===== config.mk =====
export PLATFORM = sky130hd
export DESIGN_NAME = fe_write_seq
export DESIGN_NICKNAME = d
export VERILOG_FILES = /design/src/rtl/fe_write_seq.sv
export SDC_FILE = /design/constraint.sdc
export NUM_CORES = 2
export LEC_CHECK = 0
export BUFFER_PORTS_ARGS = -buffer_cell sky130_fd_sc_hd__buf_2
export CORE_ASPECT_RATIO = 0.9
export CORE_MARGIN = 3
export CORE_UTILIZATION = 30
export CTS_CLUSTER_DIAMETER = 60
export DETAILED_ROUTE_END_ITERATION = 7
export GPL_TIMING_DRIVEN = 0
export PLACE_DENSITY = 0.48
export SETUP_SLACK_MARGIN = 0.3
export SLEW_MARGIN = 20
export SYNTH_ARGS = -nofsm -noshare
export SYNTH_HDL_FRONTEND = slang
export SYNTH_SLANG_ARGS = --single-unit

===== constraint.sdc =====
create_clock -name clk -period 8.73 [get_ports clk]
set_clock_uncertainty 0.2 [all_clocks]
set_input_delay 1.746 -clock clk [delete_from_list [all_inputs] [get_ports clk]]
set_output_delay 1.746 -clock clk [all_outputs]
set_load 0.03 [all_outputs]

===== src/rtl/fe_write_seq.sv =====
module fe_write_seq #(
  parameter int ROWS = 64,
  parameter int FW   = 16,
  parameter int AW   = 8
) (
  input  logic          clk,
  input  logic          rst_n,
  input  logic          cfg_we,
  input  logic [AW-1:0] cfg_addr,
  input  logic [FW-1:0] cfg_wdata,
  input  logic          start,
  input  logic [FW-1:0] start_freq,
  output logic          wr_valid,
  input  logic          wr_ready,
  output logic [7:0]    wr_addr,
  output logic [7:0]    wr_data,
  output logic          done,
  output logic          no_match,
  output logic          late
);
  localparam int IW = $clog2(ROWS);
  localparam int CW = $clog2(ROWS + 1);

  typedef enum logic [2:0] {S_IDLE, S_ACT, S_SRCH, S_DYN0, S_DYN1, S_FIN} st_t;

  logic [1:0]    act_n;
  logic [7:0]    act_a [2];
  logic [7:0]    act_d [2];
  logic [7:0]    dyn_a, dyn_b;
  logic [CW-1:0] rows_f;
  logic [FW-1:0] dl_cfg;
  logic [15:0]   tab_d [ROWS];
  logic [FW-1:0] tab_l [ROWS];

  st_t           state;
  logic [CW-1:0] idx;
  logic [IW-1:0] sel;
  logic [FW-1:0] freq_q, pend_f, dl_cnt;
  logic          pend, late_q, nm_q;

  wire [CW-1:0] nrows   = (rows_f > CW'(ROWS)) ? CW'(ROWS) : rows_f;
  wire [CW-1:0] act_eff = CW'((act_n == 2'd3) ? 2'd2 : act_n);
  wire          launch  = (state == S_IDLE) && (pend || start);
  wire          running = (state == S_ACT) || (state == S_SRCH) ||
                          (state == S_DYN0) || (state == S_DYN1);
  wire          hs      = wr_valid && wr_ready;

  assign wr_valid = ((state == S_ACT) && (idx < act_eff)) ||
                    (state == S_DYN0) || (state == S_DYN1);
  assign wr_addr  = (state == S_ACT)  ? act_a[idx[0]] :
                    (state == S_DYN0) ? dyn_a : dyn_b;
  assign wr_data  = (state == S_ACT)  ? act_d[idx[0]] :
                    (state == S_DYN0) ? tab_d[sel][15:8] : tab_d[sel][7:0];
  assign done     = (state == S_FIN);
  assign no_match = nm_q;
  assign late     = late_q;

  always_ff @(posedge clk) begin
    if (!rst_n) begin
      act_n  <= '0;
      dyn_a  <= '0;
      dyn_b  <= '0;
      rows_f <= '0;
      dl_cfg <= '1;
      for (int i = 0; i < 2; i++) begin
        act_a[i] <= '0;
        act_d[i] <= '0;
      end
      for (int i = 0; i < ROWS; i++) begin
        tab_d[i] <= '0;
        tab_l[i] <= '0;
      end
    end else if (cfg_we) begin
      case (cfg_addr[AW-1:AW-2])
        2'b00: begin
          case (cfg_addr)
            AW'(0): act_n <= cfg_wdata[1:0];
            AW'(1): begin act_a[0] <= cfg_wdata[15:8]; act_d[0] <= cfg_wdata[7:0]; end
            AW'(2): begin act_a[1] <= cfg_wdata[15:8]; act_d[1] <= cfg_wdata[7:0]; end
            AW'(3): begin dyn_a <= cfg_wdata[15:8]; dyn_b <= cfg_wdata[7:0]; end
            AW'(4): rows_f <= cfg_wdata[CW-1:0];
            AW'(5): dl_cfg <= cfg_wdata;
            default: ;
          endcase
        end
        2'b10: tab_d[cfg_addr[IW-1:0]] <= cfg_wdata[15:0];
        2'b11: tab_l[cfg_addr[IW-1:0]] <= cfg_wdata;
        default: ;
      endcase
    end
  end

  always_ff @(posedge clk) begin
    if (!rst_n) begin
      state  <= S_IDLE;
      idx    <= '0;
      sel    <= '0;
      freq_q <= '0;
      pend   <= 1'b0;
      pend_f <= '0;
      dl_cnt <= '0;
      late_q <= 1'b0;
      nm_q   <= 1'b0;
    end else begin
      if (launch) begin
        pend   <= pend && start;
        pend_f <= start_freq;
      end else if (start) begin
        pend   <= 1'b1;
        pend_f <= start_freq;
      end

      if (running && dl_cnt != '0) dl_cnt <= dl_cnt - 1'b1;
      if (running && dl_cnt == '0) late_q <= 1'b1;

      case (state)
        S_IDLE: if (launch) begin
          freq_q <= pend ? pend_f : start_freq;
          idx    <= '0;
          dl_cnt <= dl_cfg;
          late_q <= 1'b0;
          nm_q   <= 1'b0;
          state  <= S_ACT;
        end
        S_ACT: begin
          if (idx >= act_eff) begin
            idx   <= '0;
            state <= S_SRCH;
          end else if (hs) begin
            idx <= idx + 1'b1;
          end
        end
        S_SRCH: begin
          if (idx >= nrows) begin
            nm_q  <= (nrows != '0);
            state <= S_FIN;
          end else if (freq_q <= tab_l[idx[IW-1:0]]) begin
            sel   <= idx[IW-1:0];
            state <= S_DYN0;
          end else begin
            idx <= idx + 1'b1;
          end
        end
        S_DYN0: if (hs) state <= (dyn_a == dyn_b) ? S_FIN : S_DYN1;
        S_DYN1: if (hs) state <= S_FIN;
        default: state <= S_IDLE;
      endcase
    end
  end

  p_hold_r6: assert property (@(posedge clk) disable iff (!rst_n)
    (wr_valid && !wr_ready) |=> (wr_valid && $stable(wr_addr) && $stable(wr_data)));

  p_done_pulse_r7: assert property (@(posedge clk) disable iff (!rst_n)
    done |=> !done);

  p_same_addr_r3: assert property (@(posedge clk) disable iff (!rst_n)
    (state == S_DYN1) |-> (dyn_b != dyn_a));

  p_row_fit_r2: assert property (@(posedge clk) disable iff (!rst_n)
    (state == S_DYN0) |-> (freq_q <= tab_l[sel]));

  p_nm_nowrite_r5: assert property (@(posedge clk) disable iff (!rst_n)
    nm_q |-> !((state == S_DYN0) || (state == S_DYN1)));

  p_pend_served_r9: assert property (@(posedge clk) disable iff (!rst_n)
    ((state == S_FIN) && pend) |=> ##1 (state == S_ACT));
endmodule


==> summary.txt <==
Timing
  • Slew headroom: 13.46%
  • Max-slew violations: 0
  • RSZ-0062 raised after global routing: no
  • Slew @ Worst Pin: 1298 ps
  • Final setup fails: 0
  • Total negative slack: 0 ps
  • Fin Hold WS: 249.3 ps
  • Final min period: 8031 ps
  • Final Hold Vio Count: 0
  • Final period util: 91.99%
  • Fmax: 124.5 MHz

Place
  • DPL Wire Length: 269.3 mm
  • I/O Buffers: 45
  • RePlAce Congestion: 0.9517

Logic synthesis
  • Synth warn: 0
  • Post-synth EDFFs: 2080
  • Dominant synthesized flop cell: edfxtp_1
  • Netlist cell types: 65
  • Area contributors post-synth: edfxtp_1 62%, and2_1 13%, mux4_2 13%, dfxtp_1 2.4%, clkbuf_1 2.0%
  • Seq/Total Area, Yosys: 64.75%
  • Post-synth ARST share: 0%
  • Flops & latches, synth: 2201
  • Cell taking the most area after synthesis: edfxtp_1
  • Syn Inst Count: 6637
  • Top-count cell post-synth: edfxtp_1
  • Synthesized cell area: 0.1002 mm²
  • Syn_nets: 6710
  • Area share of the largest cell type after synthesis: 62.33%
  • Synth Area per Inst: 15.10 µm²
  • Synth cell count leaders: 2080 x edfxtp_1, 2069 x and2_1, 564 x mux4_2

Critical path
  • Worst Path Arrival: 6080 ps
  • CP max stage cell: clkbuf_1
  • Crit-path cells: clkbuf_1, clkbuf_1, clkbuf_1, mux2i_1, o21ai_0, nand4_1, nor2_1, buf_2
  • CP Launch Type: flip-flop
  • Critical Path Sink Type: output port
  • Req. time, crit path: 6780 ps
  • Reg2reg path depth: 13
  • Worst path top cell family by delay: buffers and inverters
  • CP Depth: 8
  • Most common cell on crit path: clkbuf_1
  • Reg2Reg Setup Slack: 1030 ps
  • Slowest stage delay, CP: 950 ps
  • CP Buf/Inv Count: 4
  • Crit Path Max Fanout: 10
  • Setup CP Type: flip-flop to output port

Clocking
  • Worst-Skew Late Latency: 930 ps
  • Setup bufs post-CTS: 0
  • CTS Buf Count: 245
  • Htree depth: 4
  • Clk slew on worst S/H paths: 60 ps
  • CTS max path bufs: 4
  • CTS Hold Buffers Added: 0
  • CTS sink cnt: 2201
  • Clock Tree Root: clkbuf_16
  • CTS tree: done
  • CTS resizes: 0

Drt
  • Iteration-0 DRC Markers: 7883
  • DRC Markers: 0
  • Post-DRT Antenna Nets: 0
  • Final WL: 363.8 mm
  • Vias per Instance: 5.199
  • DRT Pass-1 Iters: 6
  • Drt wl/cell: 31.04 µm
  • DR vias: 60944

Global routing
  • Pin count of the biggest net entering global routing: 19
  • Total grt overflow: 0
  • GR Util All Layers: 20.88%
  • Number of global-route vias before repair: 60215
  • Initial antenna violation count: 43
  • First-pass GRT wire length: 498.5 mm

Die
  • Initial Util: 30.27%
  • Top Ports: 65
  • Core Footprint: 0.3311 mm²
  • Die Width: 615.2 µm
  • Vert. Die Dim: 554.3 µm
  • Die ar.: 0.3410 mm²
  • Core Rows: 200

Status
  • Status: completed

Power and ir drop
  • Pwr/cell area: 214.6 mW/mm²
  • Pleak: 38.24 nW
  • Maximum VDD drop: 0.1769 mV

Cells and area
  • Nets: 7133
  • Area grow syn2layout: 16.11%
  • Fin util: 35.14%
  • Share of cells above drive strength 1: 19.16%

Hold path
  • Worst hold-check path type: flip-flop to flip-flop
  • Worst-case hold path end point: pend_f[7]
  • Worst hold stages: 2
  • Hold path startpoint: pend_f[7]

Job
  • Max cap viols: 0
[routing by layer]
metal / global-route usage (%) / wire (µm) / vias to the layer above
met5: 0 / 17 / -
met2: 31.60 / 161400 / 2632
met3: 4.626 / 30600 / 546
met1: 29.84 / 160000 / 32315
met4: 6.346 / 11870 / 2
li1: - / - / 25449
[how the worst max path moves through the flow]
stage              endpoint
2_1_floorplan  tab_l[32][0]
3_3_place_gp   tab_d[40][7]
3_5_place_dp      flip-flop
4_1_cts           flip-flop
5_1_grt          wr_data[5]
6_report         wr_data[3]
[logic make-up (layout without fill, tap and decap cells)]
family | Yosys count | after routing | share of synthesized area [%]
other | 0 | 23 | 0
multiplexers | 666 | 666 | 13.70
AO/OA/AOI/OAI | 478 | 478 | 3.049
buffers and inverters | 641 | 1260 | 2.601
adder cells (fa/ha/maj) | 29 | 29 | 0.3596
flip-flops | 2201 | 2201 | 64.75
AND/OR/NAND/NOR | 2603 | 2603 | 15.38
XOR/XNOR | 19 | 19 | 0.1661
[state kept, by name, summed over array words and instances, names as in the netlist, 8 cells and up, named ones only]
signal / cells
tab_d: 1024
act_a: 16
dyn_b: 8
pend_f: 16
dl_cnt: 16
tab_l: 1024
dl_cfg: 16
act_d: 16
freq_q: 16
dyn_a: 8
[area by class of cell]
type	instances	area, µm²
multi-input combinational	3795	33500
buffer	631	2670
clock buffer	306	6456
tap	4444	5560
sequential	2201	64880
fill	31757	214700
clock inverter	137	1129
timing repair buffer	176	2054
inverter	10	37.54
antenna	23	57.56
[layout by cell type (no fill, tap or decap), drive strengths merged, types with 7 or more instances in the layout]
cell	synthesis	layout
ha	28	28
xnor2	9	9
a22oi	33	33
o22ai	17	17
nand3b	12	12
edfxtp	2080	2080
nand2	168	168
o21ai	186	186
a221oi	59	59
dfxtp	121	121
nand4	17	17
nor2	194	194
mux4	564	564
xor2	10	10
clkinv	0	108
a211oi	34	34
bufinv	0	14
buf	104	276
nor2b	12	12
inv	10	19
a21oi	81	81
a22o	29	29
or3b	7	7
nor4	9	9
a31oi	10	10
nand2b	8	8
and2	2070	2070
nor3	21	21
clkbuf	527	837
or3	17	17
mux2i	102	102
diode	0	23
nand3	44	44
[through the flow]
stage | worst slack, ps | power (mW) | cell area [µm²] | instances
3_3_place_gp | 307.1 | 15.00 | 106000 | 11126
2_1_floorplan | 3864 | 13.88 | 100200 | 6637
5_1_grt | 737.9 | 25.69 | 116300 | 11708
3_5_place_dp | 894.0 | 15.13 | 108700 | 11253
6_report | 699.0 | 24.97 | 116300 | 11723
4_1_cts | 824.2 | 25.09 | 116200 | 11696
[where the power goes]
part	internal (mW)	total [mW]	switching [mW]
Combinational	0.877	2.62	1.74
Clock	5.63	10.0	4.41
Sequential	12.1	12.3	0.202
[worst register-to-register path: cells and delay by family, from the launching register on]
family                   cells  cell delay (ps)
buffers and inverters        4             2390
adder cells (fa/ha/maj)      1              420
AO/OA/AOI/OAI                2             1090
AND/OR/NAND/NOR              3              890
flip-flops                   1              730
multiplexers                 3             1780
Power figures use the tool's default switching activity.
